==> config.mk <==
export PLATFORM = sky130hd
export DESIGN_NAME = cpu_pend_bank
export DESIGN_NICKNAME = d
export VERILOG_FILES = /design/src/rtl/pend_bank_pkg.sv /design/src/rtl/pb_decode.sv /design/src/rtl/pb_slot.sv /design/src/rtl/pb_rdport.sv /design/src/rtl/cpu_pend_bank.sv
export SDC_FILE = /design/constraint.sdc
export NUM_CORES = 1
export LEC_CHECK = 0
export ABC_AREA = 0
export ABC_CLOCK_PERIOD_IN_PS = 5500
export CORE_MARGIN = 2
export CORE_UTILIZATION = 40
export DETAILED_ROUTE_END_ITERATION = 10
export GPL_ROUTABILITY_DRIVEN = 0
export PLACE_DENSITY = 0.68
export SETUP_SLACK_MARGIN = 0.1
export SYNTH_ARGS = -nofsm -noshare
export SYNTH_HDL_FRONTEND = slang
export SYNTH_HIERARCHICAL = 1
export SYNTH_SLANG_ARGS = --single-unit
==> constraint.sdc <==
create_clock -name clk -period 5.5 [get_ports clk]
set_clock_uncertainty 0.2 [all_clocks]
set_input_delay 1.65 -clock clk [delete_from_list [all_inputs] [get_ports clk]]
set_output_delay 1.65 -clock clk [all_outputs]
set_load 0.01 [all_outputs]
==> src/rtl/pend_bank_pkg.sv <==
package pend_bank_pkg;

    localparam int NUM_PROC = 16;
    localparam int DATA_W   = 32;
    localparam int ADDR_W   = 16;
    localparam int PAGE_LSB = 12;
    localparam int OP_LSB   = 2;
    localparam int SOFT_LSB = 17;
    localparam int LVL_W    = 4;
    localparam int PROC_W   = $clog2(NUM_PROC);

    typedef enum logic [1:0] {
        OP_READ  = 2'd0,
        OP_CLEAR = 2'd1,
        OP_SET   = 2'd2,
        OP_NONE  = 2'd3
    } bank_op_e;

    typedef struct packed {
        logic              rd;
        logic              clr;
        logic              set;
        logic [PROC_W-1:0] proc;
    } bus_cmd_t;

    typedef struct packed {
        logic              valid;
        logic              on;
        logic [LVL_W-1:0]  lvl;
        logic [PROC_W-1:0] proc;
    } hw_upd_t;

    function automatic logic [DATA_W-1:0] soft_field_mask();
        return {DATA_W{1'b1}} << SOFT_LSB;
    endfunction

endpackage

==> src/rtl/pb_decode.sv <==
module pb_decode
    import pend_bank_pkg::*;
(
    input  logic              bus_valid,
    input  logic              bus_write,
    input  logic [ADDR_W-1:0] bus_addr,
    output bus_cmd_t          cmd
);
    bank_op_e op;

    always_comb begin
        op       = bank_op_e'(bus_addr[OP_LSB +: 2]);
        cmd.proc = bus_addr[PAGE_LSB +: PROC_W];
        cmd.rd   = bus_valid && !bus_write && (op == OP_READ);
        cmd.clr  = bus_valid &&  bus_write && (op == OP_CLEAR);
        cmd.set  = bus_valid &&  bus_write && (op == OP_SET);
    end

    // one operation at a time
    always_comb begin
        a_one_op_r1: assert ($onehot0({cmd.rd, cmd.clr, cmd.set}))
            else $error("decoder raised more than one operation");
    end

endmodule

==> src/rtl/pb_slot.sv <==
module pb_slot
    import pend_bank_pkg::*;
#(
    parameter int SLOT_ID = 0
) (
    input  logic              clk,
    input  logic              rst,
    input  bus_cmd_t          cmd,
    input  logic [DATA_W-1:0] wdata,
    input  hw_upd_t           hw,
    output logic [DATA_W-1:0] pend_q
);
    localparam logic [PROC_W-1:0] MY_ID = PROC_W'(SLOT_ID);
    localparam logic [DATA_W-1:0] SOFT  = soft_field_mask();

    logic              sw_hit;
    logic              hw_hit;
    logic [DATA_W-1:0] nxt;

    assign sw_hit = (cmd.proc == MY_ID);
    assign hw_hit = hw.valid && (hw.proc == MY_ID) && (hw.lvl != '0);

    always_comb begin
        nxt = pend_q;
        if (sw_hit && cmd.clr) nxt = nxt & ~(wdata & SOFT);
        if (sw_hit && cmd.set) nxt = nxt |  (wdata & SOFT);
        if (hw_hit)            nxt[hw.lvl] = hw.on;
    end

    always_ff @(posedge clk) begin
        if (rst) pend_q <= '0;
        else     pend_q <= nxt;
    end

    p_hw_set_r6: assert property (@(posedge clk) disable iff (rst)
        (hw_hit && hw.on) |=> pend_q[$past(hw.lvl)])
        else $error("hardware set lost");

    p_hw_clr_r6: assert property (@(posedge clk) disable iff (rst)
        (hw_hit && !hw.on) |=> !pend_q[$past(hw.lvl)])
        else $error("hardware clear lost");

    p_soft_set_r4: assert property (@(posedge clk) disable iff (rst)
        (sw_hit && cmd.set) |=> ((pend_q & $past(wdata & SOFT)) == $past(wdata & SOFT)))
        else $error("soft set lost");

    p_soft_clr_r3: assert property (@(posedge clk) disable iff (rst)
        (sw_hit && cmd.clr) |=> ((pend_q & $past(wdata & SOFT)) == '0))
        else $error("soft clear lost");

    p_low_kept_r3: assert property (@(posedge clk) disable iff (rst)
        (sw_hit && (cmd.clr || cmd.set) && !hw_hit) |=> $stable(pend_q[SOFT_LSB-1:0]))
        else $error("software write touched hardware bits");

    p_idle_kept_r5: assert property (@(posedge clk) disable iff (rst)
        (!(sw_hit && (cmd.clr || cmd.set)) && !hw_hit) |=> $stable(pend_q))
        else $error("word changed without a request");

endmodule

==> src/rtl/pb_rdport.sv <==
module pb_rdport
    import pend_bank_pkg::*;
(
    input  logic                             clk,
    input  logic                             rst,
    input  bus_cmd_t                         cmd,
    input  logic [NUM_PROC-1:0][DATA_W-1:0]  pend_vec,
    output logic [DATA_W-1:0]                rdata
);
    always_ff @(posedge clk) begin
        if (rst)         rdata <= '0;
        else if (cmd.rd) rdata <= pend_vec[cmd.proc];
        else             rdata <= '0;
    end

    p_idle_zero_r2: assert property (@(posedge clk) disable iff (rst)
        !cmd.rd |=> (rdata == '0))
        else $error("read data not zero after non-read cycle");

endmodule

==> src/rtl/cpu_pend_bank.sv <==
module cpu_pend_bank
    import pend_bank_pkg::*;
(
    input  logic                         clk,
    input  logic                         rst,
    input  logic                         bus_valid,
    input  logic                         bus_write,
    input  logic [ADDR_W-1:0]            bus_addr,
    input  logic [DATA_W-1:0]            bus_wdata,
    output logic [DATA_W-1:0]            bus_rdata,
    output logic                         bus_ready,
    input  logic                         hw_valid,
    input  logic                         hw_assert,
    input  logic [LVL_W-1:0]             hw_level,
    input  logic [PROC_W-1:0]            hw_proc,
    output logic [NUM_PROC*DATA_W-1:0]   pend_out
);
    bus_cmd_t                        cmd;
    hw_upd_t                         hw;
    logic [NUM_PROC-1:0][DATA_W-1:0] pend_vec;

    assign bus_ready = 1'b1;
    assign hw = '{valid: hw_valid, on: hw_assert, lvl: hw_level, proc: hw_proc};

    pb_decode u_dec (
        .bus_valid (bus_valid),
        .bus_write (bus_write),
        .bus_addr  (bus_addr),
        .cmd       (cmd)
    );

    for (genvar g = 0; g < NUM_PROC; g++) begin : g_slot
        pb_slot #(.SLOT_ID(g)) u_slot (
            .clk    (clk),
            .rst    (rst),
            .cmd    (cmd),
            .wdata  (bus_wdata),
            .hw     (hw),
            .pend_q (pend_vec[g])
        );
    end

    pb_rdport u_rd (
        .clk      (clk),
        .rst      (rst),
        .cmd      (cmd),
        .pend_vec (pend_vec),
        .rdata    (bus_rdata)
    );

    assign pend_out = pend_vec;

endmodule

==> impl_metrics.json <==
{
  "final-setup-viol-count": 0,
  "place_ws_ns": 0.938,
  "synthDistinctLibCells": 53,
  "path_clk_slew_ns": 0.06,
  "worstReg2RegStart": "g_slot[15].u_slot/pend_q[1]$_SDFFE_PP0P_",
  "cp_cell_sequence": "buf_2 -> inv_1 -> and3_1 -> a32o_2",
  "start_kind": "input port",
  "fill_cells": 5898,
  "synth_edf_count": 0,
  "syn_nets": 2833,
  "vias_per_cell": 6.26,
  "insertion_delay_ns": 0.62,
  "critPathBufInv": 2,
  "drtIter0Drc": 3009,
  "syn_area_per_cell_sq_um": 9.64,
  "drc": 0,
  "worst_ep_arrival_time_ns": 4.18,
  "worst_pin_slew_ns": 1.34,
  "hp-class": "reg -> reg",
  "power.density_nw_per_um2": 253,
  "syn_inst": 2771,
  "hold_path.startpoint": "g_slot[5].u_slot/pend_q[5]$_SDFFE_PP0P_",
  "fin_nets": 3272,
  "comb_power_share": 0.091,
  "slowest_delay_ns": 0.83,
  "cp_max_fo": 37,
  "hold_buffers": 0,
  "p_switching_mw": 2.22,
  "syn_area_sq_um": 26700,
  "fmax_mhz": 257,
  "setup_slack_ns": 1.61,
  "antenna_cells": 0,
  "multi_input_area_sq_um": 14300,
  "p_clk_frac": 0.468,
  "core_area_sq_um": 66000,
  "fp.dieW_um": 262,
  "slowest_stage": "inv_1",
  "power_frac_seq": 0.441,
  "power_mw": 8.70,
  "synthToLayoutAreaGrowth_pct": 28.5,
  "critPathTopFamily": "buffers and inverters",
  "grt_max_degree": 94,
  "htree_num_levels": 2,
  "placed_area_sq_um": 32400,
  "die_h_um": 262,
  "switching_share": 0.256,
  "wire_per_inst_um": 26.2,
  "cts.sinks": 528,
  "ys_ff_latch": 528,
  "grt_pass1_vias": 24311,
  "ys.warnings.count": 6,
  "ir_drop_mv": 0.265,
  "grt_overflow": 0,
  "relSlewSlack": 0.105,
  "tritoncts": "yes",
  "layout_commonest_cell": "clkdlybuf4s50_1",
  "dr.pass1.iters": 6,
  "leakagePower_nw": 13.7,
  "required_ns": 5.79,
  "numCtsBuffers": 56,
  "grt_pass1_wl_um": 159000,
  "dieArea_sq_um": 68900,
  "setup_tns_ns": 0,
  "final_area_sq_um": 34300,
  "fin_crit_sh": 0.706,
  "cts_resized": 0,
  "hold_ws_ns": 0.284,
  "clk_path_buf_depth": 3,
  "rsz0062_at_grt": "false",
  "start_util": 0.405,
  "dpl.hpwl_um": 77800,
  "maxCapViolCount": 0,
  "end_kind": "flop",
  "cts-root-buf": "clkbuf_16",
  "vias": 25761,
  "ys.flop_type": "dfxtp_1",
  "grt.total_usage": 0.297,
  "hold_viol": 0,
  "totalWireLength_um": 108000,
  "numPortBuffers": 562,
  "worstSetupStartpoint": "rst",
  "crit_type": "in -> reg",
  "status": "complete, no violations",
  "cts_setup_buffers": 0,
  "grt_antenna_before_repair": 2,
  "layout-drive-gt1-share": 0.102,
  "num_rows": 94,
  "final_cell_mix": "553 x clkdlybuf4s50_1, 528 x dfxtp_1, 465 x mux2i_1, 324 x nand3_1, 297 x nand2_1",
  "slew_viol_final": 0,
  "synthArstFlopShare": 0,
  "finalCriticalPeriod_ns": 3.89,
  "seq_area_sq_um": 10600,
  "internal_power_mw": 6.48,
  "postRouteAntennaNets": 0,
  "synth-seq-area-share": 0.396,
  "ioPinCount": 607
}
==> routing by layer <==
metal  GRT usage  routed length [um]  up-vias
met5           0                  70        -
met4       0.118                4630        4
met3      0.0601                9800      242
met2       0.477               49200     1438
met1       0.390               44400    12606
li1            -                   -    11471
==> synth_stat cells, types with 25 or more instances <==
cell type,number,area share
dfxtp_1,528,0.40
mux2i_1,465,0.17
nand3_1,324,0.061
nand2_1,297,0.042
a32o_1,152,0.057
nand4_1,151,0.035
a22oi_1,128,0.036
a32o_2,88,0.037
clkbuf_1,88,0.012
nor2b_1,74,0.017
buf_2,60,0.011
buf_4,40,0.011
buf_6,34,0.014
nor2_1,34,0.0048
o22ai_1,32,0.0075
a21oi_1,29,0.0054
and2_1,25,0.0059
==> path summary, 6_finish.rpt <==
path         slack (ns)                                       to  depth (start not counted)
min reg2reg        0.28  g_slot[5].u_slot/pend_q[5]$_SDFFE_PP0P_                          2
max reg2reg        3.65                 u_rd/rdata[1]$_SDFF_PP0_                          4
max                1.61                                     flop                          4
min                0.28  g_slot[5].u_slot/pend_q[5]$_SDFFE_PP0P_                          2
==> stage by stage <==
step | utilization | std cells
6_report | 0.520 | 4118
5_1_grt | 0.520 | 4118
4_1_cts | 0.520 | 4118
3_3_place_gp | 0.491 | 4016
3_5_place_dp | 0.491 | 4016
2_1_floorplan | - | 2771
==> worst register-to-register path: stages, from the launching register on <==
cell,delay (ns)
dfxtp_1,0.38
mux2i_1,0.13
a22oi_1,0.45
nand2_1,0.29
o22ai_1,0.30
==> power by group through the flow <==
stage	logic (mW)	registers [mW]	clock network [mW]
4_1_cts	0.763	3.84	4.12
3_5_place_dp	0.760	3.92	0
5_1_grt	0.825	3.84	4.25
6_report	0.791	3.84	4.07
2_1_floorplan	0.436	3.93	0
3_3_place_gp	0.744	3.92	0
==> cell type report <==
cell class / count / area share
sequential: 528 / 0.308
timing repair buffer: 640 / 0.182
multi-input combinational: 1952 / 0.418
clock inverter: 21 / 0.00863
inverter: 32 / 0.00350
tap: 864 / 0.0315
clock buffer: 81 / 0.0488
==> logic make-up (layout without fill, tap and decap cells) <==
kind of cell | count (synthesis) | in the layout | share of synthesized area
compound gates | 462 | 462 | 0.153
buf+inv | 291 | 774 | 0.0699
mux | 465 | 465 | 0.174
other cells | 17 | 17 | 0.00239
simple gates | 1008 | 1008 | 0.205
flops | 528 | 528 | 0.396
Note: power is estimated with default switching activity, not from simulation.
